<file path="src/rtl/fsc_pkg.sv">
package fsc_pkg;
  typedef struct packed {
    logic       alg;   // 0 rebound sweep, 1 LFSR
    logic       fixm;  // table-read fills pinned to slot 0
    logic [1:0] thr;   // fill kept when latency > thr
  } fsc_cfg_t;

  localparam logic [3:0] CFG_RESET = 4'b0100;

  typedef enum logic {
    REG_CFG    = 1'b0,
    REG_PEN_HI = 1'b1
  } fsc_reg_e;
endpackage

</file>
<file path="src/rtl/fsc_cfg_regs.sv">
module fsc_cfg_regs
  import fsc_pkg::*;
#(
  parameter int ACC_W = 13
) (
  input  logic             clk,
  input  logic             rst_n,
  input  logic             wr,
  input  logic             rd,
  input  logic             addr,
  input  logic [7:0]       wdata,
  input  logic [ACC_W-1:0] acc,
  output fsc_cfg_t         cfg,
  output logic [7:0]       rdata
);
  localparam int LO_W = 4;

  logic [LO_W-1:0] lat_lo;
  logic [7:0]      hi_field;

  assign hi_field = 8'(acc >> (LO_W + 1));

  always_ff @(posedge clk or negedge rst_n) begin
    if (!rst_n) begin
      cfg    <= fsc_cfg_t'(CFG_RESET);
      lat_lo <= '0;
      rdata  <= '0;
    end else begin
      if (wr && addr == REG_CFG) cfg <= fsc_cfg_t'(wdata[3:0]);
      if (rd) begin
        if (addr == REG_CFG) begin
          rdata <= {lat_lo, cfg};
        end else begin
          rdata  <= hi_field;
          lat_lo <= acc[LO_W:1];
        end
      end
    end
  end

  // the latch only moves on a high-field read
  a_r9_latch_hold: assert property (@(posedge clk) disable iff (!rst_n)
    !(rd && addr == REG_PEN_HI) |=> lat_lo == $past(lat_lo));

  // configuration changes only through a register-0 write
  a_r2_cfg_hold: assert property (@(posedge clk) disable iff (!rst_n)
    !(wr && addr == REG_CFG) |=> cfg == $past(cfg));
endmodule

</file>
<file path="src/rtl/fsc_miss_timer.sv">
module fsc_miss_timer #(
  parameter int LAT_W = 8,
  parameter int ACC_W = 13
) (
  input  logic             clk,
  input  logic             rst_n,
  input  logic             miss_start,
  input  logic             fill_done,
  output logic             done,
  output logic [LAT_W-1:0] lat,
  output logic [ACC_W-1:0] acc
);
  localparam logic [LAT_W-1:0] LAT_MAX = '1;
  localparam logic [ACC_W-1:0] ACC_MAX = '1;

  logic             busy;
  logic [LAT_W-1:0] cnt;
  logic [ACC_W:0]   sum;

  assign done = fill_done && busy;
  assign lat  = (cnt == LAT_MAX) ? LAT_MAX : cnt + 1'b1;
  assign sum  = {1'b0, acc} + (ACC_W + 1)'(lat);

  always_ff @(posedge clk or negedge rst_n) begin
    if (!rst_n) begin
      busy <= 1'b0;
      cnt  <= '0;
    end else if (miss_start) begin
      busy <= 1'b1;
      cnt  <= '0;
    end else if (done) begin
      busy <= 1'b0;
    end else if (busy && cnt != LAT_MAX) begin
      cnt <= cnt + 1'b1;
    end
  end

  always_ff @(posedge clk or negedge rst_n) begin
    if (!rst_n)    acc <= '0;
    else if (done) acc <= sum[ACC_W] ? ACC_MAX : sum[ACC_W-1:0];
  end

  // latency counter sticks at its ceiling during a long miss
  a_r8_cnt_saturates: assert property (@(posedge clk) disable iff (!rst_n)
    busy && cnt == LAT_MAX && !miss_start && !fill_done |=> cnt == LAT_MAX);

  // accumulator never wraps downward
  a_r8_acc_no_wrap: assert property (@(posedge clk) disable iff (!rst_n)
    1'b1 |=> acc >= $past(acc));

  // without a completed fill the accumulator holds
  a_r10_acc_idle: assert property (@(posedge clk) disable iff (!rst_n)
    !fill_done |=> $stable(acc));
endmodule

</file>
<file path="src/rtl/fsc_slot_pick.sv">
module fsc_slot_pick
  import fsc_pkg::*;
#(
  parameter int SLOT_W = 5
) (
  input  logic              clk,
  input  logic              rst_n,
  input  logic              take,
  input  logic              movc,
  input  fsc_cfg_t          cfg,
  output logic              we,
  output logic [SLOT_W-1:0] slot
);
  localparam logic [SLOT_W-1:0] LAST = '1;
  localparam logic [SLOT_W-1:0] SEED = SLOT_W'(1);

  logic [SLOT_W-1:0] lfsr;
  logic              fb;
  logic [SLOT_W-1:0] ptr;
  logic              up;
  logic              pinned;
  logic [SLOT_W-1:0] pick;

  generate
    if (SLOT_W == 4)      begin : g_fb4 assign fb = lfsr[3] ^ lfsr[2]; end
    else if (SLOT_W == 5) begin : g_fb5 assign fb = lfsr[4] ^ lfsr[2]; end
    else if (SLOT_W == 6) begin : g_fb6 assign fb = lfsr[5] ^ lfsr[4]; end
    else                  begin : g_fb7 assign fb = lfsr[6] ^ lfsr[5]; end
  endgenerate

  always_ff @(posedge clk or negedge rst_n) begin
    if (!rst_n) lfsr <= SEED;
    else        lfsr <= {lfsr[SLOT_W-2:0], fb};
  end

  assign pinned = movc && cfg.fixm;
  assign pick   = pinned ? '0 : (cfg.alg ? lfsr : ptr);

  always_ff @(posedge clk or negedge rst_n) begin
    if (!rst_n) begin
      ptr <= '0;
      up  <= 1'b1;
    end else if (take && !pinned && !cfg.alg) begin
      if (up) begin
        if (ptr == LAST) begin up <= 1'b0; ptr <= ptr - 1'b1; end
        else ptr <= ptr + 1'b1;
      end else begin
        if (ptr == '0) begin up <= 1'b1; ptr <= ptr + 1'b1; end
        else ptr <= ptr - 1'b1;
      end
    end
  end

  always_ff @(posedge clk or negedge rst_n) begin
    if (!rst_n) begin
      we   <= 1'b0;
      slot <= '0;
    end else begin
      we <= take;
      if (take) slot <= pick;
    end
  end

  // the random source never reaches the all-zero lock-up state
  a_r5_lfsr_nonzero: assert property (@(posedge clk) disable iff (!rst_n)
    lfsr != '0);

  // the rebound pointer moves by exactly one slot when it moves
  a_r4_rebound_step: assert property (@(posedge clk) disable iff (!rst_n)
    !$stable(ptr) |-> (ptr == $past(ptr) + 1'b1) || (ptr == $past(ptr) - 1'b1));

  // a pinned fill leaves the rebound pointer where it was
  a_r6_pin_keeps_ptr: assert property (@(posedge clk) disable iff (!rst_n)
    take && pinned |=> $stable(ptr));
endmodule

</file>
<file path="src/rtl/fill_slot_ctrl.sv">
module fill_slot_ctrl
  import fsc_pkg::*;
#(
  parameter int SLOT_W = 5,
  parameter int LAT_W  = 8,
  parameter int ACC_W  = 13
) (
  input  logic              clk,
  input  logic              rst_n,
  input  logic              miss_start,
  input  logic              fill_done,
  input  logic              fill_is_movc,
  input  logic              reg_wr,
  input  logic              reg_rd,
  input  logic              reg_addr,
  input  logic [7:0]        reg_wdata,
  output logic [7:0]        reg_rdata,
  output logic              cache_we,
  output logic [SLOT_W-1:0] cache_slot
);
  fsc_cfg_t         cfg;
  logic             done;
  logic [LAT_W-1:0] lat;
  logic [ACC_W-1:0] acc;
  logic             take;

  fsc_cfg_regs #(.ACC_W(ACC_W)) u_regs (
    .clk(clk), .rst_n(rst_n), .wr(reg_wr), .rd(reg_rd), .addr(reg_addr),
    .wdata(reg_wdata), .acc(acc), .cfg(cfg), .rdata(reg_rdata)
  );

  fsc_miss_timer #(.LAT_W(LAT_W), .ACC_W(ACC_W)) u_timer (
    .clk(clk), .rst_n(rst_n), .miss_start(miss_start), .fill_done(fill_done),
    .done(done), .lat(lat), .acc(acc)
  );

  assign take = done && (lat > LAT_W'(cfg.thr));

  fsc_slot_pick #(.SLOT_W(SLOT_W)) u_pick (
    .clk(clk), .rst_n(rst_n), .take(take), .movc(fill_is_movc), .cfg(cfg),
    .we(cache_we), .slot(cache_slot)
  );

  // a cache write always follows a sampled fill_done
  a_r11_we_after_fill: assert property (@(posedge clk) disable iff (!rst_n)
    cache_we |-> $past(fill_done));

  // pinned table-read fills land in slot 0
  a_r6_fixed_slot0: assert property (@(posedge clk) disable iff (!rst_n)
    cache_we && $past(fill_is_movc && cfg.fixm) |-> cache_slot == '0);

  // a kept fill always exceeded the threshold in force
  a_r3_over_threshold: assert property (@(posedge clk) disable iff (!rst_n)
    cache_we |-> $past(lat) > LAT_W'($past(cfg.thr)));
endmodule

</file>
<file path="config.mk">
export PLATFORM = sky130hd
export DESIGN_NAME = fill_slot_ctrl
export DESIGN_NICKNAME = d
export VERILOG_FILES = /design/src/rtl/fsc_pkg.sv /design/src/rtl/fsc_cfg_regs.sv /design/src/rtl/fsc_miss_timer.sv /design/src/rtl/fsc_slot_pick.sv /design/src/rtl/fill_slot_ctrl.sv
export SDC_FILE = /design/constraint.sdc
export NUM_CORES = 1
export LEC_CHECK = 0
export CAP_MARGIN = 0
export CORE_MARGIN = 3
export CORE_UTILIZATION = 25
export DETAILED_ROUTE_END_ITERATION = 7
export DONT_BUFFER_PORTS = 1
export PLACE_DENSITY = 0.46
export SLEW_MARGIN = 20
export SYNTH_ARGS = -nofsm -noshare
export SYNTH_HDL_FRONTEND = slang
export SYNTH_SLANG_ARGS = --single-unit
</file>
<file path="constraint.sdc">
create_clock -name clk -period 3.3 [get_ports clk]
set_input_delay 0.66 -clock clk [delete_from_list [all_inputs] [get_ports clk]]
set_output_delay 0.66 -clock clk [all_outputs]
set_load 0.1 [all_outputs]
</file>
==> results by group <==
Die
  – Die X-Extent: 118 um
  – Starting density of the core: 0.257
  – Core area: 12100 um^2
  – Chip height: 118 um
  – Total number of placement rows: 40
  – Die ar.: 13800 um^2
  – Top-level I/O count: 30

Worst setup path
  – Worst setup path startpoint: u_timer.cnt[0]
  – Arrival time reported for the critical path endpoint: 3.24 ns
  – Worst R2R Start: u_timer.cnt[0]
  – Critical path's top delay family: adder cells
  – Worst setup EP type: register
  – Largest stage delay on the critical path: 0.46 ns
  – Max Fanout on Critical Path: 8
  – Crit path buffers/inverters: 0
  – Worst endpoint required time: 3.52 ns
  – Worst Path Class, Setup: reg -> reg
  – CP Cell Sequence: ha_1 > and4_1 > nand4_2 > nand2_1 > ha_1 > fa_1 > a211oi_1 > nor2_1 > o22a_1 > nand4_1 > a21oi_1 > mux2i_1
  – Slowest cell on the critical path: sky130_fd_sc_hd__dfrtp_1
  – Most prevalent standard cell on the critical path: sky130_fd_sc_hd__ha_1
  – Critical path startpoint category: register

STA
  – Relative slew slack: 0.376
  – Share of the clock period used by the worst path: 0.915
  – Pin slew with the least headroom to its limit: 0.935 ns
  – Final number of max-transition violations: 0
  – Time the worst path needs with I/O delays and setup: 3.02 ns
  – Highest clock frequency the design can meet: 331 MHz
  – Setup TNS after final layout: 0 ns
  – Clk_skew: 0.00442 ns
  – Final-report setup violation count: 0
  – Setup repair after global routing missed its margin: no
  – Final Hold Viols: 0

Drt
  – Remaining antenna violation count: 0
  – Overall via count from detail_route: 2200
  – DRC Markers: 0
  – Wire length after detailed routing: 6.56 mm
  – Number of detailed-routing iterations run before antenna repair: 5
  – Number of violations reported at the end of detailed-routing iteration 0: 149
  – Average wire per cell in the routed design: 13.6 um
  – Routed vias/inst: 4.55

Global routing
  – Fraction of met3 tracks used by global routing: 0.0298
  – Number of global-route vias before repair: 2143
  – Met1 global-route usage: 0.135
  – Global-route wire length before repair: 11.3 mm
  – Initial antenna violation count: 0
  – Remaining global-route overflow: 0
  – Maximum number of pins on one net before global-route repair: 56
  – Global-route layer with the greatest usage: met2
  – Total global-route track usage: 0.0983
  – Grt met2 use: 0.154

Power and ir drop
  – Leakage dissipation: 1.51 nW
  – Power density relative to cell area: 694 nW/um^2
  – Power Total: 2.38 mW
  – Maximum ir drop on the vdd rail: 0.233 mV

Synth
  – Share of synthesized area occupied by flip-flops and latches: 0.443
  – Post-synthesis cell type count: 54
  – Post-Synthesis Net Count: 346
  – Share of async-settable or async-resettable flops after synthesis: 1.00
  – Most frequently used flop master after synthesis: sky130_fd_sc_hd__dfrtp_1
  – Average size of a mapped cell: 9.89 um^2
  – Cell types occupying the most area after synthesis: sky130_fd_sc_hd__dfrtp_1, sky130_fd_sc_hd__ha_1, sky130_fd_sc_hd__mux2i_1, sky130_fd_sc_hd__nor2_1, sky130_fd_sc_hd__a21oi_1
  – Mapped cell area: 3120 um^2
  – Dominant cell type by area after synthesis: sky130_fd_sc_hd__dfrtp_1
  – Area fraction of the dominant cell type after synthesis: 0.418
  – Flip-flop and latch count after synthesis: 55
  – Post-synth EDFFs: 0
  – Count of synthesis-stage warnings from yosys: 0
  – Count of mapped cells out of synthesis: 315

Clock network
  – Post-cts hold buffer count: 0
  – Clock-pin slew on the worst setup and hold paths: 0.07 ns
  – Clock insertion delay at the later pin of the skew report: 0.29 ns
  – Total CTS buffers: 5
  – Number of sinks on the clock net: 55
  – Postcts setup bufs: 0
  – Largest buffer count on any clock path: 2
  – Clock tree root driver cell: sky130_fd_sc_hd__clkbuf_16
  – TritonCTS clock tree: built
  – H-tree depth: 2

Cells and area
  – Fillers: 1301
  – Number of inserted diodes: 0
  – Layout overhead on the synthesized area: 10.1%
  – Fin nets: 345
  – Share of final-layout standard cells stronger than drive strength 1: 0.121

Placement
  – Gp weighted congestion: 0.790
  – Number of I/O port buffers: 0
  – HPWL after detailed placement: 4.91 mm

Min path
  – Type of the most critical hold path: in -> async

Job
  – Count of max-cap constraint violations: 0

Run status
  – Result of the run: finished, final reports clean
==> routing by layer <==
metal,part of all wire,routed length [um],vias up
met3,0.042,276,5
li1,-,-,1108
met1,0.49,3240,1058
met5,0,0,-
met2,0.46,2990,29
met4,0.0076,50,0
==> repair_timing <==
action / in CTS / in global routing
endpoints found under the hold margin: 0 / 0
resized for setup: 0 / 2
setup endpoints to repair: 0 / 3
==> synth_stat cells (2+ instances only) <==
library cell                 n
sky130_fd_sc_hd__dfstp_2     3
sky130_fd_sc_hd__clkbuf_1    5
sky130_fd_sc_hd__dfrtp_1    52
sky130_fd_sc_hd__nor3b_1     3
sky130_fd_sc_hd__buf_6       3
sky130_fd_sc_hd__o21ai_1     2
sky130_fd_sc_hd__o2bb2ai_1   6
sky130_fd_sc_hd__nand4_1     2
sky130_fd_sc_hd__ha_1       14
sky130_fd_sc_hd__and2_4      2
sky130_fd_sc_hd__mux2i_1    15
sky130_fd_sc_hd__a211oi_1    3
sky130_fd_sc_hd__xnor2_1     8
sky130_fd_sc_hd__nand2_1    26
sky130_fd_sc_hd__inv_1      13
sky130_fd_sc_hd__o211ai_1    4
sky130_fd_sc_hd__nand2b_1    4
sky130_fd_sc_hd__and4_1      2
sky130_fd_sc_hd__nor2_1     32
sky130_fd_sc_hd__o21ai_0    17
sky130_fd_sc_hd__nand3_1    12
sky130_fd_sc_hd__xor2_1      7
sky130_fd_sc_hd__nor3_1      7
sky130_fd_sc_hd__mux2_2      8
sky130_fd_sc_hd__buf_4       2
sky130_fd_sc_hd__a31oi_1     7
sky130_fd_sc_hd__a21oi_1    23
sky130_fd_sc_hd__o22a_1      3
sky130_fd_sc_hd__nor2b_1     5
==> cell usage in the layout, fill, tap and decap left out, drive strengths merged, types with 3 or more instances in the layout <==
cell     count
nor2b        5
o211ai       4
a31oi        7
nand2b       4
nor3         7
a21oi       23
inv         14
o21ai       19
o22a         3
nor2        33
nand4        3
nor3b        3
mux2i       15
buf          4
and2         4
xnor2        8
dfstp        3
ha          14
mux2         9
clkbuf       6
dfrtp       52
xor2         7
nand3       13
nand2       27
o2bb2ai      6
a211oi       3
==> worst reg2reg max path, stage by stage, from the launching register on <==
cell and delay, ns:
sky130_fd_sc_hd__dfrtp_1 0.46, sky130_fd_sc_hd__ha_1 0.30, sky130_fd_sc_hd__and4_1 0.24, sky130_fd_sc_hd__nand4_2 0.18
sky130_fd_sc_hd__nand2_1 0.12, sky130_fd_sc_hd__ha_1 0.23, sky130_fd_sc_hd__fa_1 0.42, sky130_fd_sc_hd__a211oi_1 0.27
sky130_fd_sc_hd__nor2_1 0.14, sky130_fd_sc_hd__o22a_1 0.27, sky130_fd_sc_hd__nand4_1 0.13, sky130_fd_sc_hd__a21oi_1 0.05
sky130_fd_sc_hd__mux2i_1 0.13
==> through the flow <==
| step | cell area (um^2) | worst slack, ns | util | hold WS (ns) | instances |
|---|---|---|---|---|---|
| 2_1_floorplan | 3120 | 0.521 | - | 0.353 | 315 |
| 4_1_cts | 3420 | 0.164 | 0.282 | 0.0500 | 483 |
| 5_1_grt | 3430 | 0.0440 | 0.283 | 0.0337 | 483 |
| 3_3_place_gp | 3270 | 0.178 | 0.270 | 0.358 | 475 |
| 3_5_place_dp | 3270 | 0.180 | 0.270 | 0.364 | 475 |
| 6_report | 3430 | 0.282 | 0.283 | 0.0548 | 483 |
==> path summary, 6_finish.rpt <==
| path | to | cells after the start | slack [ns] |
|---|---|---|---|
| worst max register to register | u_timer.acc[10] | 12 | 0.28 |
| worst max-delay path | u_timer.acc[10] | 12 | 0.28 |
| max in group asynchronous | u_pick.up | 0 | 3.06 |
| worst min register to register | u_pick.lfsr[4] | 0 | 0.38 |
| worst min-delay path | u_timer.acc[12] | 0 | 0.05 |
| min in group clk | u_pick.lfsr[4] | 0 | 0.38 |
==> cell families (layout without fill, tap and decap cells) <==
logic type      after synthesis  after routing  share of synthesized area
compound gates               72             72                      0.147
xor+xnor                     15             15                     0.0422
fa+ha+maj                    15             15                     0.0626
buf+inv                      25             25                     0.0450
flops                        55             55                      0.443
mux                          24             24                     0.0819
simple gates                109            109                      0.179
==> registers in the layout, summed over array words and instances, names as in the netlist <==
signal / flops
u_pick.ptr: 5
u_timer.busy: 1
u_regs.cfg: 4
u_pick.lfsr: 5
u_pick.slot: 5
u_regs.lat_lo: 4
u_timer.cnt: 8
u_pick.we: 1
u_regs.rdata: 8
u_timer.acc: 13
u_pick.up: 1
==> power breakdown <==
| group | leakage, nW | switching (mW) | total [mW] | internal (mW) |
|---|---|---|---|---|
| logic | 0.761 | 0.238 | 0.482 | 0.244 |
| registers | 0.676 | 0.531 | 1.35 | 0.816 |
| clock network | 0.0772 | 0.248 | 0.552 | 0.304 |
==> area by class of cell <==
class                      instances  area (um^2)  share of cell area
clock buffer                       6          139              0.0405
sequential                        55         1380               0.402
tap                              168          210              0.0612
clock inverter                     2         13.8             0.00401
timing repair buffer               4         30.0             0.00875
multi-input combinational        235         1610               0.469
inverter                          13         48.8              0.0142
No activity file was read; power rests on OpenSTA's default activity.
